`src/rtl/xlate_pkg.sv`:
```
package xlate_pkg;
    localparam int VA_W          = 32;
    localparam int PA_W          = 41;
    localparam int REG_W         = 64;
    localparam int HALF_W        = REG_W / 2;
    localparam int CFG_AW        = 5;
    localparam int SZ_W          = 3;
    localparam int N_SIZES       = 1 << SZ_W;
    localparam int SMALL_LOG     = 13;
    localparam int LARGE_LOG     = 16;
    localparam int ENTRY_LOG     = 3;
    localparam int TBL8_MIN_LOG  = 23;
    localparam int TBL64_MIN_LOG = 26;
    localparam int TBL64_LAST    = 5;
    localparam int CTL_EN_BIT    = 0;
    localparam int CTL_GRAN_BIT  = 2;
    localparam int CTL_SZ_LSB    = 16;
    localparam int ENT_VALID_BIT = 63;
    localparam int ENT_BIG_BIT   = 61;
    localparam int ENT_WR_BIT    = 1;
    localparam int ENT_PHYS_MSB  = PA_W - 1;
    localparam int N_REGS        = 2;

    typedef enum logic [1:0] {
        PERM_NONE = 2'b00,
        PERM_RO   = 2'b01,
        PERM_RW   = 2'b10
    } perm_e;

    typedef struct packed {
        logic [PA_W-1:0] paddr;
        logic [VA_W-1:0] mask;
        perm_e           perm;
    } xres_t;

    typedef enum logic [1:0] {
        ST_IDLE,
        ST_FETCH,
        ST_RESP
    } xstate_e;
endpackage

```
`src/rtl/xlate_regs.sv`:
```
module xlate_regs
    import xlate_pkg::*;
(
    input  logic              clk,
    input  logic              rst_n,
    input  logic              acc_valid,
    input  logic              acc_write,
    input  logic              acc_wide,
    input  logic [CFG_AW-1:0] acc_addr,
    input  logic [REG_W-1:0]  acc_wdata,
    output logic [REG_W-1:0]  acc_rdata,
    output logic [REG_W-1:0]  ctrl_q,
    output logic [REG_W-1:0]  base_q
);
    logic [N_REGS-1:0][REG_W-1:0] regs_q;
    logic [1:0]                   slot;
    logic                         low_half;
    logic                         aligned;
    logic                         hit;
    logic [REG_W-1:0]             sel;

    assign slot     = acc_addr[4:3];
    assign low_half = acc_addr[2];
    assign aligned  = (acc_addr[1:0] == 2'b00);
    assign hit      = acc_valid && aligned && (slot < 2'(N_REGS));

    function automatic logic [REG_W-1:0] merge(input logic [REG_W-1:0] old,
                                               input logic wide, input logic low,
                                               input logic [REG_W-1:0] wd);
        logic [REG_W-1:0] r;
        r = old;
        if (low)       r[HALF_W-1:0]     = wd[HALF_W-1:0];
        else if (wide) r                 = wd;
        else           r[REG_W-1:HALF_W] = wd[HALF_W-1:0];
        return r;
    endfunction

    always_ff @(posedge clk or negedge rst_n) begin
        if (!rst_n) begin
            regs_q <= '0;
        end else if (hit && acc_write) begin
            for (int r = 0; r < N_REGS; r++) begin
                if (slot == 2'(r)) regs_q[r] <= merge(regs_q[r], acc_wide, low_half, acc_wdata);
            end
        end
    end

    always_comb begin
        sel       = regs_q[slot[0]];
        acc_rdata = '0;
        if (hit && !acc_write) begin
            if (low_half)      acc_rdata = {{HALF_W{1'b0}}, sel[HALF_W-1:0]};
            else if (acc_wide) acc_rdata = sel;
            else               acc_rdata = {{HALF_W{1'b0}}, sel[REG_W-1:HALF_W]};
        end
    end

    assign ctrl_q = regs_q[0];
    assign base_q = regs_q[1];
endmodule

```
`src/rtl/xlate_index.sv`:
```
module xlate_index
    import xlate_pkg::*;
(
    input  logic [REG_W-1:0] ctrl,
    input  logic [REG_W-1:0] base,
    input  logic [VA_W-1:0]  vaddr,
    output logic             walk_en,
    output logic             no_table,
    output logic [REG_W-1:0] tbl_addr
);
    logic [N_SIZES-1:0][REG_W-1:0] off_small;
    logic [N_SIZES-1:0][REG_W-1:0] off_large;
    logic [REG_W-1:0]              va_ext;
    logic [SZ_W-1:0]               sz;
    logic                          big_walk;

    assign va_ext = REG_W'(vaddr);

    generate
        for (genvar g = 0; g < N_SIZES; g++) begin : g_size
            localparam int SPAN8 = TBL8_MIN_LOG + g;
            localparam logic [REG_W-1:0] MASK8 =
                ((REG_W'(1) << SPAN8) - REG_W'(1)) & ~((REG_W'(1) << SMALL_LOG) - REG_W'(1));
            assign off_small[g] = (va_ext & MASK8) >> (SMALL_LOG - ENTRY_LOG);
            if (g <= TBL64_LAST) begin : g_large
                localparam int SPAN64 = TBL64_MIN_LOG + g;
                localparam logic [REG_W-1:0] MASK64 =
                    ((REG_W'(1) << SPAN64) - REG_W'(1)) & ~((REG_W'(1) << LARGE_LOG) - REG_W'(1));
                assign off_large[g] = (va_ext & MASK64) >> (LARGE_LOG - ENTRY_LOG);
            end else begin : g_none
                assign off_large[g] = '0;
            end
        end
    endgenerate

    assign sz       = ctrl[CTL_SZ_LSB +: SZ_W];
    assign big_walk = ctrl[CTL_GRAN_BIT];
    assign walk_en  = ctrl[CTL_EN_BIT];
    assign no_table = big_walk && (sz > SZ_W'(TBL64_LAST));
    assign tbl_addr = base + (big_walk ? off_large[sz] : off_small[sz]);
endmodule

```
`src/rtl/xlate_entry.sv`:
```
module xlate_entry
    import xlate_pkg::*;
(
    input  logic [REG_W-1:0] lanes,
    input  logic [VA_W-1:0]  vaddr,
    output xres_t            res
);
    localparam int N_BYTES = REG_W / 8;

    logic [REG_W-1:0] ent;

    generate
        for (genvar b = 0; b < N_BYTES; b++) begin : g_swap
            assign ent[REG_W-1-8*b -: 8] = lanes[8*b +: 8];
        end
    endgenerate

    always_comb begin
        res = '0;
        if (ent[ENT_VALID_BIT]) begin
            res.perm = ent[ENT_WR_BIT] ? PERM_RW : PERM_RO;
            if (ent[ENT_BIG_BIT]) begin
                res.paddr = {ent[ENT_PHYS_MSB:LARGE_LOG], vaddr[LARGE_LOG-1:0]};
                res.mask  = VA_W'((64'd1 << LARGE_LOG) - 64'd1);
            end else begin
                res.paddr = {ent[ENT_PHYS_MSB:SMALL_LOG], vaddr[SMALL_LOG-1:0]};
                res.mask  = VA_W'((64'd1 << SMALL_LOG) - 64'd1);
            end
        end
    end
endmodule

```
`src/rtl/xlate_fsm.sv`:
```
module xlate_fsm
    import xlate_pkg::*;
(
    input  logic             clk,
    input  logic             rst_n,
    input  logic             req_valid,
    input  logic [VA_W-1:0]  req_vaddr,
    input  logic             walk_en,
    input  logic             no_table,
    input  logic [REG_W-1:0] tbl_addr,
    input  logic             mem_ack,
    input  xres_t            entry_res,
    output logic             req_ready,
    output logic             mem_req,
    output logic             rsp_valid,
    output logic [REG_W-1:0] mem_addr,
    output logic [VA_W-1:0]  va_q,
    output xres_t            res_q
);
    xstate_e state_q, state_d;

    function automatic xres_t direct_res(input logic en, input logic [VA_W-1:0] va);
        xres_t r;
        r = '0;
        if (!en) begin
            r.paddr = PA_W'(va);
            r.mask  = VA_W'((64'd1 << SMALL_LOG) - 64'd1);
            r.perm  = PERM_RW;
        end
        return r;
    endfunction

    always_ff @(posedge clk or negedge rst_n) begin
        if (!rst_n) state_q <= ST_IDLE;
        else        state_q <= state_d;
    end

    always_comb begin
        state_d = state_q;
        unique case (state_q)
            ST_IDLE:  if (req_valid) state_d = (walk_en && !no_table) ? ST_FETCH : ST_RESP;
            ST_FETCH: if (mem_ack)   state_d = ST_RESP;
            ST_RESP:                 state_d = ST_IDLE;
            default:                 state_d = ST_IDLE;
        endcase
    end

    always_comb begin
        req_ready = 1'b0;
        mem_req   = 1'b0;
        rsp_valid = 1'b0;
        unique case (state_q)
            ST_IDLE:  req_ready = 1'b1;
            ST_FETCH: mem_req   = 1'b1;
            ST_RESP:  rsp_valid = 1'b1;
            default:  ;
        endcase
    end

    always_ff @(posedge clk or negedge rst_n) begin
        if (!rst_n) begin
            va_q     <= '0;
            mem_addr <= '0;
            res_q    <= '0;
        end else if (req_ready && req_valid) begin
            va_q     <= req_vaddr;
            mem_addr <= tbl_addr;
            res_q    <= direct_res(walk_en, req_vaddr);
        end else if (mem_req && mem_ack) begin
            res_q    <= entry_res;
        end
    end
endmodule

```
`src/rtl/dma_xlate_unit.sv`:
```
module dma_xlate_unit
    import xlate_pkg::*;
(
    input  logic              clk,
    input  logic              rst_n,
    input  logic              cfg_valid,
    input  logic              cfg_write,
    input  logic              cfg_wide,
    input  logic [CFG_AW-1:0] cfg_addr,
    input  logic [REG_W-1:0]  cfg_wdata,
    output logic [REG_W-1:0]  cfg_rdata,
    input  logic              req_valid,
    input  logic [VA_W-1:0]   req_vaddr,
    output logic              req_ready,
    output logic              mem_req,
    output logic [REG_W-1:0]  mem_addr,
    input  logic              mem_ack,
    input  logic [REG_W-1:0]  mem_rdata,
    output logic              rsp_valid,
    output logic [PA_W-1:0]   rsp_paddr,
    output logic [VA_W-1:0]   rsp_mask,
    output logic [1:0]        rsp_perm
);
    logic [REG_W-1:0] ctrl_q, base_q, tbl_addr;
    logic             walk_en, no_table;
    logic [VA_W-1:0]  va_q;
    xres_t            entry_res, res_q;

    xlate_regs u_regs (
        .clk(clk), .rst_n(rst_n), .acc_valid(cfg_valid), .acc_write(cfg_write),
        .acc_wide(cfg_wide), .acc_addr(cfg_addr), .acc_wdata(cfg_wdata),
        .acc_rdata(cfg_rdata), .ctrl_q(ctrl_q), .base_q(base_q)
    );

    xlate_index u_index (
        .ctrl(ctrl_q), .base(base_q), .vaddr(req_vaddr),
        .walk_en(walk_en), .no_table(no_table), .tbl_addr(tbl_addr)
    );

    xlate_entry u_entry (
        .lanes(mem_rdata), .vaddr(va_q), .res(entry_res)
    );

    xlate_fsm u_fsm (
        .clk(clk), .rst_n(rst_n), .req_valid(req_valid), .req_vaddr(req_vaddr),
        .walk_en(walk_en), .no_table(no_table), .tbl_addr(tbl_addr),
        .mem_ack(mem_ack), .entry_res(entry_res), .req_ready(req_ready),
        .mem_req(mem_req), .rsp_valid(rsp_valid), .mem_addr(mem_addr),
        .va_q(va_q), .res_q(res_q)
    );

    assign rsp_paddr = res_q.paddr;
    assign rsp_mask  = res_q.mask;
    assign rsp_perm  = res_q.perm;
endmodule

```
`config.mk`:
```
export PLATFORM = sky130hd
export DESIGN_NAME = dma_xlate_unit
export DESIGN_NICKNAME = d
export VERILOG_FILES = /design/src/rtl/xlate_pkg.sv /design/src/rtl/xlate_regs.sv /design/src/rtl/xlate_index.sv /design/src/rtl/xlate_entry.sv /design/src/rtl/xlate_fsm.sv /design/src/rtl/dma_xlate_unit.sv
export SDC_FILE = /design/constraint.sdc
export NUM_CORES = 1
export LEC_CHECK = 0
export CORE_ASPECT_RATIO = 0.9
export CORE_MARGIN = 2
export CORE_UTILIZATION = 35
export CTS_CLUSTER_SIZE = 30
export DETAILED_ROUTE_END_ITERATION = 7
export GPL_ROUTABILITY_DRIVEN = 1
export MAX_ROUTING_LAYER = met4
export SLEW_MARGIN = 0
export SYNTH_ARGS = -nofsm -noshare
export SYNTH_HDL_FRONTEND = slang
export SYNTH_SLANG_ARGS = --single-unit
```
`constraint.sdc`:
```
create_clock -name clk -period 4.7 [get_ports clk]
set_input_delay 1.41 -clock clk [delete_from_list [all_inputs] [get_ports clk]]
set_output_delay 1.41 -clock clk [all_outputs]
set_load 0.02 [all_outputs]
```
Word level (Yosys, flattened, before mapping)
Index checks and enable logic that the tools add are counted.
W data, S select, Z words.
{"block": "word_totals", "register_bits": 285, "input_bits": 172, "out_inout_bits": 206}
{"block": "op_classes", "n_addsub": 1, "order_cmp": 4, "eq_ne": 5, "mux": 26, "bitwise": 1, "n_reduce_logical": 20}
{"op": "$mux W64", "n": 8}
{"op": "$bmux W64 S3", "n": 2}
{"op": "$mux W75", "n": 3}
{"op": "$mux W32", "n": 3}
{"op": "$mux W66", "n": 1}
{"op": "$add A64 B64 Y64", "n": 1}
{"op": "$mux W48", "n": 1}
{"op": "$reduce_and A3 Y1", "n": 4}
{"op": "$logic_and A1 B1 Y1", "n": 8}
{"op": "$mux W2", "n": 4}
{"op": "$logic_not A2 Y1", "n": 3}
{"op": "$eq A2 B1 Y1 const B", "n": 2}
{"op": "$lt A3 B4 Y1 const B", "n": 1}
{"op": "$ne A2 B2 Y1 const B", "n": 2}
{"op": "$pmux W2 S2", "n": 1}
{"op": "$reduce_bool A2 Y1", "n": 2}
{"op": "$gt A3 B3 Y1 const B", "n": 1}
{"op": "$mux W1", "n": 3}
{"op": "$eq A2 B2 Y1 const B", "n": 1}
{"op": "$logic_not A1 Y1", "n": 2}
{"op": "$lt A1 B2 Y1 const B", "n": 1}
{"op": "$lt A2 B2 Y1 const B", "n": 1}
{"op": "$reduce_and A2 Y1", "n": 1}
{"op": "$not A1 Y1", "n": 1}

Depth between registers and ports, before layout
Gate-level depths: netlist of the first run.
{"block": "depth", "ltp_word": 7, "mapped_depth": 16}

By module
A second synthesis of the first run with hierarchy kept.
{"block": "hier_totals", "hier_cells": 1588, "hier_area_um2": 16240.6}
{"mod": "xlate_fsm", "instances": 1, "cells_per_inst": 622, "area_each_um2": 6662.6, "seq_area_each_um2": 4329.2}
{"mod": "xlate_regs", "instances": 1, "cells_per_inst": 500, "area_each_um2": 6535.0, "seq_area_each_um2": 3203.1}
{"mod": "xlate_index", "instances": 1, "cells_per_inst": 383, "area_each_um2": 2481.1, "seq_area_each_um2": 0.0}
{"mod": "xlate_entry", "instances": 1, "cells_per_inst": 83, "area_each_um2": 561.8, "seq_area_each_um2": 0.0}

Worst setup path before layout of the first run
No wires, ideal clock.
{"block": "synth_timing", "kind": "input to output", "startpoint": "in cfg_wide", "endpoint": "out cfg_rdata[10]", "t_arrival_ns": 3.201, "t_required_ns": 3.290, "path_slack_ns": 0.089, "cell_stages": 6, "n_path_buf": 3, "path_cell_list": "clkbuf_1 nor2_1 buf_2 clkbuf_1 mux4_2 nor2b_1"}
{"block": "synth_between", "elab_chain_cells": 3}
{"element": "start: declaration", "line": "dma_xlate_unit.sv:8", "source": "input logic cfg_wide,"}
{"element": "$mux W64", "line": "xlate_regs.sv:53", "source": "else if (acc_wide) acc_rdata = sel;"}
{"element": "$mux W64", "line": "xlate_regs.sv:52", "source": "if (low_half) acc_rdata = {{HALF_W{1'b0}}, sel[HALF_W-1:0]};"}
{"element": "$mux W64", "line": "xlate_regs.sv:51", "source": "if (hit && !acc_write) begin"}
{"element": "end: declaration", "line": "dma_xlate_unit.sv:11", "source": "output logic [REG_W-1:0] cfg_rdata,"}
Every way passes these cells.

Worst setup path in the final report of the first run
{"block": "layout_timing", "startpoint": "in cfg_addr[0]", "endpoint": "out cfg_rdata[54]"}
{"block": "layout_between", "elab_chain_cells": 5}
{"element": "start: declaration", "line": "dma_xlate_unit.sv:9", "source": "input logic [CFG_AW-1:0] cfg_addr,"}
{"element": "$logic_not A2 Y1", "line": "xlate_regs.sv:24", "source": "assign aligned = (acc_addr[1:0] == 2'b00);"}
{"element": "$logic_and A1 B1 Y1 (2 in a row)", "line": "xlate_regs.sv:25", "source": "assign hit = acc_valid && aligned && (slot < 2'(N_REGS));"}
{"element": "$logic_and A1 B1 Y1", "line": "xlate_regs.sv:51"}
{"element": "$mux W64", "line": "xlate_regs.sv:51"}
Every way passes these cells.

==> results of run 1 <==
[metrics by stage]
step	setup slack, ps	util, %	cell area [sq um]	cells	TNS [ps]
after detailed placement	-584.1	45.56	17560	2118	-24650
after CTS	-91.88	48.15	18560	2174	-181.0
after global routing	10.17	47.71	18390	2180	0
after floorplan	89.41	-	13800	1352	0
after global placement	-541.4	45.56	17560	2118	-23160
final	110.4	47.71	18390	2180	0
[synthesized netlist by cell type, types with 5 or more instances]
cell type / number
a211oi_1: 15
a21oi_1: 22
a221oi_1: 15
a22o_1: 10
a31oi_1: 13
and3_1: 11
buf_1: 13
buf_2: 5
buf_4: 31
clkbuf_1: 68
dfrtp_1: 255
ha_1: 17
inv_1: 25
mux2_2: 80
mux2i_1: 70
mux4_2: 31
nand2_1: 180
nand3_1: 19
nand4_1: 19
nor2_1: 77
nor2b_1: 37
nor3_1: 8
nor3b_1: 17
o21ai_0: 156
o21ai_1: 6
or3_1: 5
xnor2_1: 34
xor2_1: 23
[path summary, 6_finish.rpt]
| kind | from | end | cells past startpoint | slack (ps) |
|---|---|---|---|---|
| min in group asynchronous | rst_n | u_fsm.va_q[10]$_DFFE_PN0P_ | 1 | 900 |
| worst max register to register | u_regs.ctrl_q[17]$_DFFE_PN0P_ | u_fsm.mem_addr[39]$_DFFE_PN0P_ | 14 | 910 |
| max in group asynchronous | rst_n | u_regs.ctrl_q[14]$_DFFE_PN0P_ | 2 | 2820 |
| worst min register to register | u_fsm.res_q[44]$_DFFE_PN0P_ | u_fsm.res_q[44]$_DFFE_PN0P_ | 2 | 480 |
| worst max-delay path | cfg_addr[0] | cfg_rdata[54] | 7 | 110 |
| worst min-delay path | u_fsm.res_q[44]$_DFFE_PN0P_ | u_fsm.res_q[44]$_DFFE_PN0P_ | 2 | 480 |
[cell type report]
class / instances / share of cell area (%)
inverter: 25 / 0.5103
multi-input combinational: 948 / 36.79
clock buffer: 47 / 4.810
clock inverter: 6 / 0.3742
sequential: 255 / 34.70
tap: 525 / 3.572
timing repair buffer: 369 / 19.17
antenna: 5 / 0.06804
[logic make-up after synthesis]
logic type	Yosys count	share of synthesized area [%]
AO/OA/AOI/OAI	274	12.14
AND/OR/NAND/NOR	399	13.80
XOR/XNOR	57	3.632
flip-flops	255	46.42
multiplexers	184	17.08
buffers and inverters	149	5.206
adder cells (fa/ha/maj)	18	1.693
other	1	0.02728
[routing by layer]
metal,global-route usage [%],routed length (microns),vias to the layer above
met5,-,0,-
met4,6.455,1303,0
met3,3.270,2200,70
met2,35.81,21010,279
met1,30.22,20420,5502
li1,-,-,5293
[placed cells by master (no fill, tap or decap), types with 30 or more instances in the layout]
cell type and instances:
buf_2 33, buf_4 38, clkbuf_16 30, clkdlybuf4s50_1 260
dfrtp_1 255, mux2_2 80, mux2i_1 70, mux4_2 31
nand2_1 178, nor2_1 76, nor2b_1 37, o21ai_0 156
xnor2_1 34
[state kept, by name, indices dropped and copies added (netlist names)]
signal          count
u_fsm.mem_addr     64
u_regs.base_q      64
u_regs.ctrl_q      64
u_fsm.res_q        45
u_fsm.va_q         16
u_fsm.state_q       2
[what timing repair did]
item | in CTS | in global routing
endpoints found under the setup margin | 63 | 47
setup buffers | 2 | 1
resized for setup | 155 | 50
cloned | 1 | 0
pin swaps | 2 | 1
[worst max-delay path, stage by stage]
cell and delay, ps:
clkdlybuf4s50_1 440, nor4b_4 300, nand2b_1 110, or3b_4 440, buf_12 180, nor2_1 120
buf_2 170
[report_power, final]
part	switching [W]	internal (W)
Clock	0.000931	0.00134
Sequential	0.000442	0.00271
Combinational	0.00140	0.00130
Total	0.00277	0.00535
==> results.py, run 1 <==
metrics = {
    "final_layout": {
        "num-nets-final": 1819,
        "regArea_sq_um": 6381,
        "fillers": 3593,
        "area_delta_synth_final_pct": 33.77,
        "final_layout_size_suffix_gt1_share_pct": 16.48,
        "multiInputGateArea_sq_um": 6765,
    },
    "grt": {
        "grt_pass1_vias": 11210,
        "grt_max_degree": 113,
        "grt_pass1_wl_mm": 68.12,
        "gr-total-overflow": 0,
        "antenna_found_initial": 5,
        "globalRouteTotalUtil_pct": 22.59,
    },
    "floorplanning": {
        "rows": 68,
        "initial_core_util_pct": 35.67,
        "ioPinCount": 378,
        "core_area_sq_um": 38540,
        "dieArea_sq_um": 40880,
        "die_w_microns": 212.9,
        "die_height_microns": 192.0,
    },
    "power_and_ir_drop": {
        "finalPower_w": 0.008121,
        "powerDensity_nw_per_um2": 441.6,
        "leakage_nw": 7.974,
        "irDropWorstVdd_v": 0.0002698,
    },
    "synth": {
        "synth_edf_count": 0,
        "yosys_warnings": 0,
        "synth_flop_cell": "dfrtp_1",
        "yosysTopAreaCell": "dfrtp_1",
        "post-synth-top-area-fraction_pct": 46.42,
        "ys_ff_latch": 255,
        "synthTopCellsByArea": "dfrtp_1, mux2_2, o21ai_0, mux2i_1, mux4_2",
        "synthArstFlopShare_pct": 100.0,
        "synth_area_per_cell_sq_um": 10.28,
        "syn_inst": 1337,
        "ys_seq_area_share_pct": 46.42,
        "synth_cell_types": 73,
        "synth_area_sq_um": 13750,
    },
    "detailed_routing": {
        "via_count": 11140,
        "initialDrtViolationCount": 630,
        "wl_per_cell_microns": 20.61,
        "drc": 0,
        "detail-route-antenna-nets": 0,
        "via_per_inst": 5.112,
        "drtPass1Iterations": 5,
        "drt_wl_total_mm": 44.93,
    },
    "place": {
        "dp_hpwl_mm": 32.29,
        "gp_congestion": 0.8501,
        "port_buffers": 328,
    },
    "setup_path": {
        "cp.required_ps": 3290,
        "worstSetupPathType": "input pin to output port",
        "cp_max_fo": 22,
        "startpoint_type": "input pin",
        "crit_arrival_ps": 3180,
        "cp-end-kind": "output port",
    },
    "timing": {
        "maxSlewViolCount": 0,
        "finClkSkew_ps": 20.49,
        "setup_violations": 0,
        "grt_setup_unrepaired": "false",
        "fmax_ghz": 0.2179,
        "period_minus_slack_ps": 4590,
        "max_slew_margin_pct": 26.50,
        "worstMarginPinSlew_ps": 1096,
        "hold_viol": 0,
        "hold_slack_ps": 477.8,
        "post-route-period-util_pct": 97.65,
    },
    "worst_hold_path": {
        "hold_path_class": "flop to flop",
    },
    "cts": {
        "clock_latency_ps": 570,
        "clkSlewWorstSetupHoldPaths_ps": 50,
        "root_buffer": "clkbuf_16",
        "clk_path_buf_depth": 3,
        "clkSinkCount": 255,
        "tritoncts": "done",
        "hold_buffers": 0,
        "cts-htree-levels": 1,
        "cts_buffers": 30,
    },
    "outcome": {
        "outcome": "complete, no violations",
    },
    "run": {
        "drv_cap": 0,
    },
}
No activity file was read; power rests on OpenSTA's default activity.
==> inputs of run 2 (changes only) <==
Settings changed: GPL_TIMING_DRIVEN set to 0.
==> run 2 against run 1 <==
  * The flow now finishes with violations (negative setup slack)
  * Fmax down 2.8%
  * Core utilization grew 1.3 points
  * Count of clock-buffer cells in the layout unchanged
  * Sequential cell count is the same
  * Final cell count rose by 4.0%
  * Hold slack gained 1.8 ps
  * Clock skew decreased by 11 ps
  * Register-to-register slack got worse by 590 ps
  * Non-clock buffer count grew 87
==> results.py, run 2 (synthesis gave the netlist of run 1 again) <==
metrics = {
    "outcome": {
        "outcome": "complete, but fails checks",
        "violations": "negative setup slack",
    },
    "detailed_routing": {
        "drtPass1Iterations": 5,
        "drt_wl_total_mm": 50.73,
        "via_count": 11950,
        "via_per_inst": 5.271,
        "wl_per_cell_microns": 22.38,
        "drc": 0,
        "detail-route-antenna-nets": 0,
        "initialDrtViolationCount": 825,
    },
    "timing": {
        "max_slew_margin_pct": 29.64,
        "period_minus_slack_ps": 4720,
        "hold_viol": 0,
        "finClkSkew_ps": 9.543,
        "fin_ws_ps": -19.80,
        "grt_setup_unrepaired": "true",
        "setup_violations": 3,
        "worstMarginPinSlew_ps": 1055,
        "post-route-period-util_pct": 100.4,
        "maxSlewViolCount": 0,
        "fmax_ghz": 0.2119,
        "tns_ps": -33.51,
    },
    "grt": {
        "antenna_found_initial": 1,
        "grt_max_degree": 103,
        "globalRouteTotalUtil_pct": 25.58,
        "grt_pass1_wl_mm": 76.38,
        "grt_pass1_vias": 12180,
        "gr-total-overflow": 0,
    },
    "floorplanning": {
        "rows": 68,
        "initial_core_util_pct": 35.67,
        "die_w_microns": 212.9,
        "dieArea_sq_um": 40880,
        "core_area_sq_um": 38540,
        "die_height_microns": 192.0,
        "ioPinCount": 378,
    },
    "cts": {
        "cts_buffers": 31,
        "clkSlewWorstSetupHoldPaths_ps": 60,
        "root_buffer": "clkbuf_16",
        "clkSinkCount": 255,
        "tritoncts": "done",
        "clock_latency_ps": 570,
        "hold_buffers": 0,
        "cts-htree-levels": 1,
        "clk_path_buf_depth": 3,
    },
    "final_layout": {
        "multiInputGateArea_sq_um": 6775,
        "fillers": 3672,
        "num-nets-final": 1907,
        "area_delta_synth_final_pct": 37.29,
        "regArea_sq_um": 6381,
        "final_layout_size_suffix_gt1_share_pct": 17.18,
        "layout_commonest_cell": "clkdlybuf4s50_1",
        "post-route-cell-area_sq_um": 18870,
        "final_cell_mix": "clkdlybuf4s50_1, dfrtp_1, nand2_1, o21ai_0, mux2_2",
    },
    "place": {
        "placed_area_sq_um": 17790,
        "gp_congestion": 0.9113,
        "port_buffers": 327,
        "dp_hpwl_mm": 38.15,
    },
    "setup_path": {
        "path_cells": "clkdlybuf4s50_1, nor4b_2, nand2b_1, or3b_4, buf_8, nor2_1, buf_4",
        "path_buf_inv": 3,
        "crit_arrival_ps": 3310,
        "cp.required_ps": 3290,
        "slowest_delay_ps": 480,
        "cp_max_fo": 10,
        "worstSetupPathType": "input pin to output port",
        "cpMaxStageDelayCell": "or3b_4",
        "startpoint_type": "input pin",
        "crit_family": "simple AND/OR/NAND/NOR gates",
        "cp-end-kind": "output port",
    },
    "power_and_ir_drop": {
        "leakage_nw": 8.112,
        "irDropWorstVdd_v": 0.0002840,
        "powerDensity_nw_per_um2": 448.4,
    },
    "worst_hold_path": {
        "hold_path_class": "flop to flop",
    },
    "run": {
        "drv_cap": 0,
    },
}
## run 2: cell count changes in the layout (fill, tap and decap cells not counted), sizes merged, moves of 2 or more
cell	change
diode	-3
clkdlybuf4s15	+7
bufinv	+2
buf	+7
dlymetal6s2s	-2
clkbuf	+75
dlygate4sd2	-2
## run 2: power breakdown
part,switching (W),internal (W),total (W)
Sequential,0.000462,0.00271,0.00318
Combinational,0.00149,0.00138,0.00286
Clock,0.000972,0.00145,0.00242
Total,0.00292,0.00554,0.00846
## run 2: stage by stage
step | instances | util [%] | total power, W | setup WS (ps) | hold WS, ps
floorplan | 1352 | - | 0.004638 | 89.41 | 449.6
global placement | 2204 | 46.01 | 0.006003 | -9100 | 461.5
detailed placement | 2206 | 46.17 | 0.006057 | -1878 | 473.7
CTS | 2265 | 48.83 | 0.008503 | -14.59 | 487.1
global route | 2266 | 48.96 | 0.008886 | -62.46 | 510.8
finish | 2267 | 48.97 | 0.008462 | -19.80 | 479.6
## run 2: area by class of cell
type / count / area share [%]
Timing Repair Buffer: 334 / 17.14
Buffer: 122 / 3.799
Sequential cell: 255 / 33.81
Clock buffer: 47 / 4.694
Inverter: 25 / 0.4972
Clock inverter: 9 / 0.6497
Antenna cell: 2 / 0.02652
Tap cell: 525 / 3.481
Multi-Input combinational cell: 948 / 35.90
## run 2: worst min-delay path: stages, from the launching register on
cell	delay, ps
dfrtp_1	340
nand2_1	40
o21ai_0	60
## run 2: per-layer routing
metal | share of wire, % | wire length [microns] | track usage [%]
met5 | 0 | 0 | -
met4 | 2.3 | 1154 | 5.917
met3 | 5.4 | 2721 | 3.499
met2 | 48 | 24260 | 41.05
met1 | 45 | 22600 | 34.45
## run 2: path summary, 6_finish.rpt
| path | from | endpoint | slack (ps) | cells past startpoint |
|---|---|---|---|---|
| min reg2reg | u_fsm.mem_addr[21]$_DFFE_PN0P_ | u_fsm.mem_addr[21]$_DFFE_PN0P_ | 480 | 2 |
| max reg2reg | u_regs.ctrl_q[17]$_DFFE_PN0P_ | u_fsm.mem_addr[56]$_DFFE_PN0P_ | 320 | 16 |
| min in group asynchronous | rst_n | u_fsm.va_q[11]$_DFFE_PN0P_ | 810 | 1 |
| max | cfg_addr[4] | cfg_rdata[38] | -20 | 7 |
| max in group asynchronous | rst_n | u_regs.ctrl_q[17]$_DFFE_PN0P_ | 2560 | 3 |
| min | u_fsm.mem_addr[21]$_DFFE_PN0P_ | u_fsm.mem_addr[21]$_DFFE_PN0P_ | 480 | 2 |
## run 2: what timing repair did
| action | 4_1_cts | 5_1_grt |
|---|---|---|
| pin swaps | 3 | 0 |
| setup buffers | 4 | 1 |
| setup endpoints to repair | 64 | 75 |
| gates resized for setup | 233 | 73 |
==> inputs of run 3 (changes only) <==
Clock period 4.7 ns to 5.6 ns, I/O delays scaled along.
==> run 3 against run 2 <==
  * The flow now finishes without violations
  * Count of clock-buffer cells in the layout is the same
  * Die area is the same
  * Final cell count is essentially flat
  * Combinational power shrank 16%
==> results.py, run 3 (synthesis gave the netlist of run 1 again) <==
metrics = {
    "outcome": {
        "outcome": "complete, no violations",
    },
    "timing": {
        "finClkSkew_ps": 13.00,
        "max_slew_margin_pct": 4.624,
        "fin_ws_ps": 37.04,
        "hold_viol": 0,
        "period_minus_slack_ps": 5563,
        "fmax_ghz": 0.1798,
        "hold_slack_ps": 479.7,
        "setup_violations": 0,
        "grt_setup_unrepaired": "false",
        "worstMarginPinSlew_ps": 1416,
        "post-route-period-util_pct": 99.34,
        "maxSlewViolCount": 0,
    },
    "final_layout": {
        "multiInputGateArea_sq_um": 6730,
        "regArea_sq_um": 6381,
        "area_delta_synth_final_pct": 36.90,
        "final_cell_mix": "clkdlybuf4s50_1, dfrtp_1, nand2_1, o21ai_0, mux2_2",
        "layout_commonest_cell": "clkdlybuf4s50_1",
        "final_layout_size_suffix_gt1_share_pct": 15.24,
        "utilization_pct": 48.83,
        "post-route-cell-area_sq_um": 18820,
        "fillers": 3667,
        "num-nets-final": 1906,
    },
    "place": {
        "dp_slack_ps": -1518,
        "port_buffers": 327,
        "dp_hpwl_mm": 38.15,
        "gp_congestion": 0.9113,
        "placed_area_sq_um": 17790,
    },
    "grt": {
        "globalRouteTotalUtil_pct": 25.61,
        "antenna_found_initial": 1,
        "grt_pass1_vias": 12150,
        "grt_max_degree": 103,
        "gr-total-overflow": 0,
        "grt_pass1_wl_mm": 76.35,
    },
    "setup_path": {
        "crit_arrival_ps": 3880,
        "worstSetupPathType": "input pin to output port",
        "cp.required_ps": 3920,
        "cp_max_fo": 10,
        "cp-end-kind": "output port",
        "startpoint_type": "input pin",
    },
    "detailed_routing": {
        "detail-route-antenna-nets": 0,
        "via_per_inst": 5.278,
        "via_count": 11960,
        "initialDrtViolationCount": 885,
        "drt_wl_total_mm": 50.76,
        "drtPass1Iterations": 5,
        "drc": 0,
        "wl_per_cell_microns": 22.40,
    },
    "cts": {
        "tritoncts": "done",
        "clkSinkCount": 255,
        "cts-htree-levels": 1,
        "clk_path_buf_depth": 3,
        "clock_latency_ps": 570,
        "clkSlewWorstSetupHoldPaths_ps": 60,
        "hold_buffers": 0,
        "root_buffer": "clkbuf_16",
        "cts_buffers": 31,
    },
    "floorplanning": {
        "initial_core_util_pct": 35.67,
        "die_w_microns": 212.9,
        "die_height_microns": 192.0,
        "dieArea_sq_um": 40880,
        "ioPinCount": 378,
        "rows": 68,
        "core_area_sq_um": 38540,
    },
    "power_and_ir_drop": {
        "powerDensity_nw_per_um2": 377.2,
        "leakage_nw": 8.217,
        "irDropWorstVdd_v": 0.0002368,
    },
    "worst_hold_path": {
        "hold_path_class": "flop to flop",
    },
    "run": {
        "drv_cap": 0,
    },
}
-- run 3: layout make-up --
type                            count  share of cell area, %
Multi-Input combinational cell    948                  35.76
Antenna cell                        2                0.02659
Clock inverter                      9                 0.6516
Tap cell                          525                  3.490
Timing Repair Buffer              332                  17.30
Inverter                           25                 0.4986
Sequential cell                   255                  33.91
Buffer                            123                  3.657
Clock buffer                       47                  4.707
-- run 3: metrics by stage --
step / std cells / setup TNS, ps / power [W]
finish: 2266 / 0 / 0.007098
global route: 2265 / 0 / 0.007451
global placement: 2204 / -2222600 / 0.005038
detailed placement: 2206 / -70420 / 0.005084
floorplan: 1352 / 0 / 0.003893
CTS: 2264 / -47.83 / 0.007132
-- run 3: layer usage --
layer / GRT usage, % / wire length, microns
met3: 3.515 / 2764
met1: 34.65 / 22670
met5: - / 0
met2: 40.89 / 24160
met4: 5.890 / 1169
-- run 3: worst max-delay path: stages --
cell,delay (ps)
clkdlybuf4s50_1,520
nor2_4,290
buf_6,240
clkbuf_8,230
mux4_2,200
nor2b_1,310
dlygate4sd2_1,390
-- run 3: timing repair --
item,4_1_cts,5_1_grt
pin swaps,1,1
endpoints found under the setup margin,64,37
gates resized for setup,119,38
buffers inserted,3,0
-- run 3: final timing paths --
check | cells past startpoint | end | slack [ps] | start
max | 7 | cfg_rdata[11] | 40 | cfg_addr[2]
min | 2 | u_fsm.mem_addr[21]$_DFFE_PN0P_ | 480 | u_fsm.mem_addr[21]$_DFFE_PN0P_
max reg2reg | 14 | u_fsm.mem_addr[36]$_DFFE_PN0P_ | 1030 | u_regs.ctrl_q[17]$_DFFE_PN0P_
min reg2reg | 2 | u_fsm.mem_addr[21]$_DFFE_PN0P_ | 480 | u_fsm.mem_addr[21]$_DFFE_PN0P_
max in group asynchronous | 3 | u_regs.base_q[14]$_DFFE_PN0P_ | 3180 | rst_n
min in group asynchronous | 1 | u_fsm.va_q[11]$_DFFE_PN0P_ | 1070 | rst_n
-- run 3: power by group --
part	internal [W]	total [W]	switching [W]
Sequential	0.00228	0.00267	0.000388
Combinational	0.00115	0.00239	0.00124
Clock	0.00122	0.00204	0.000819
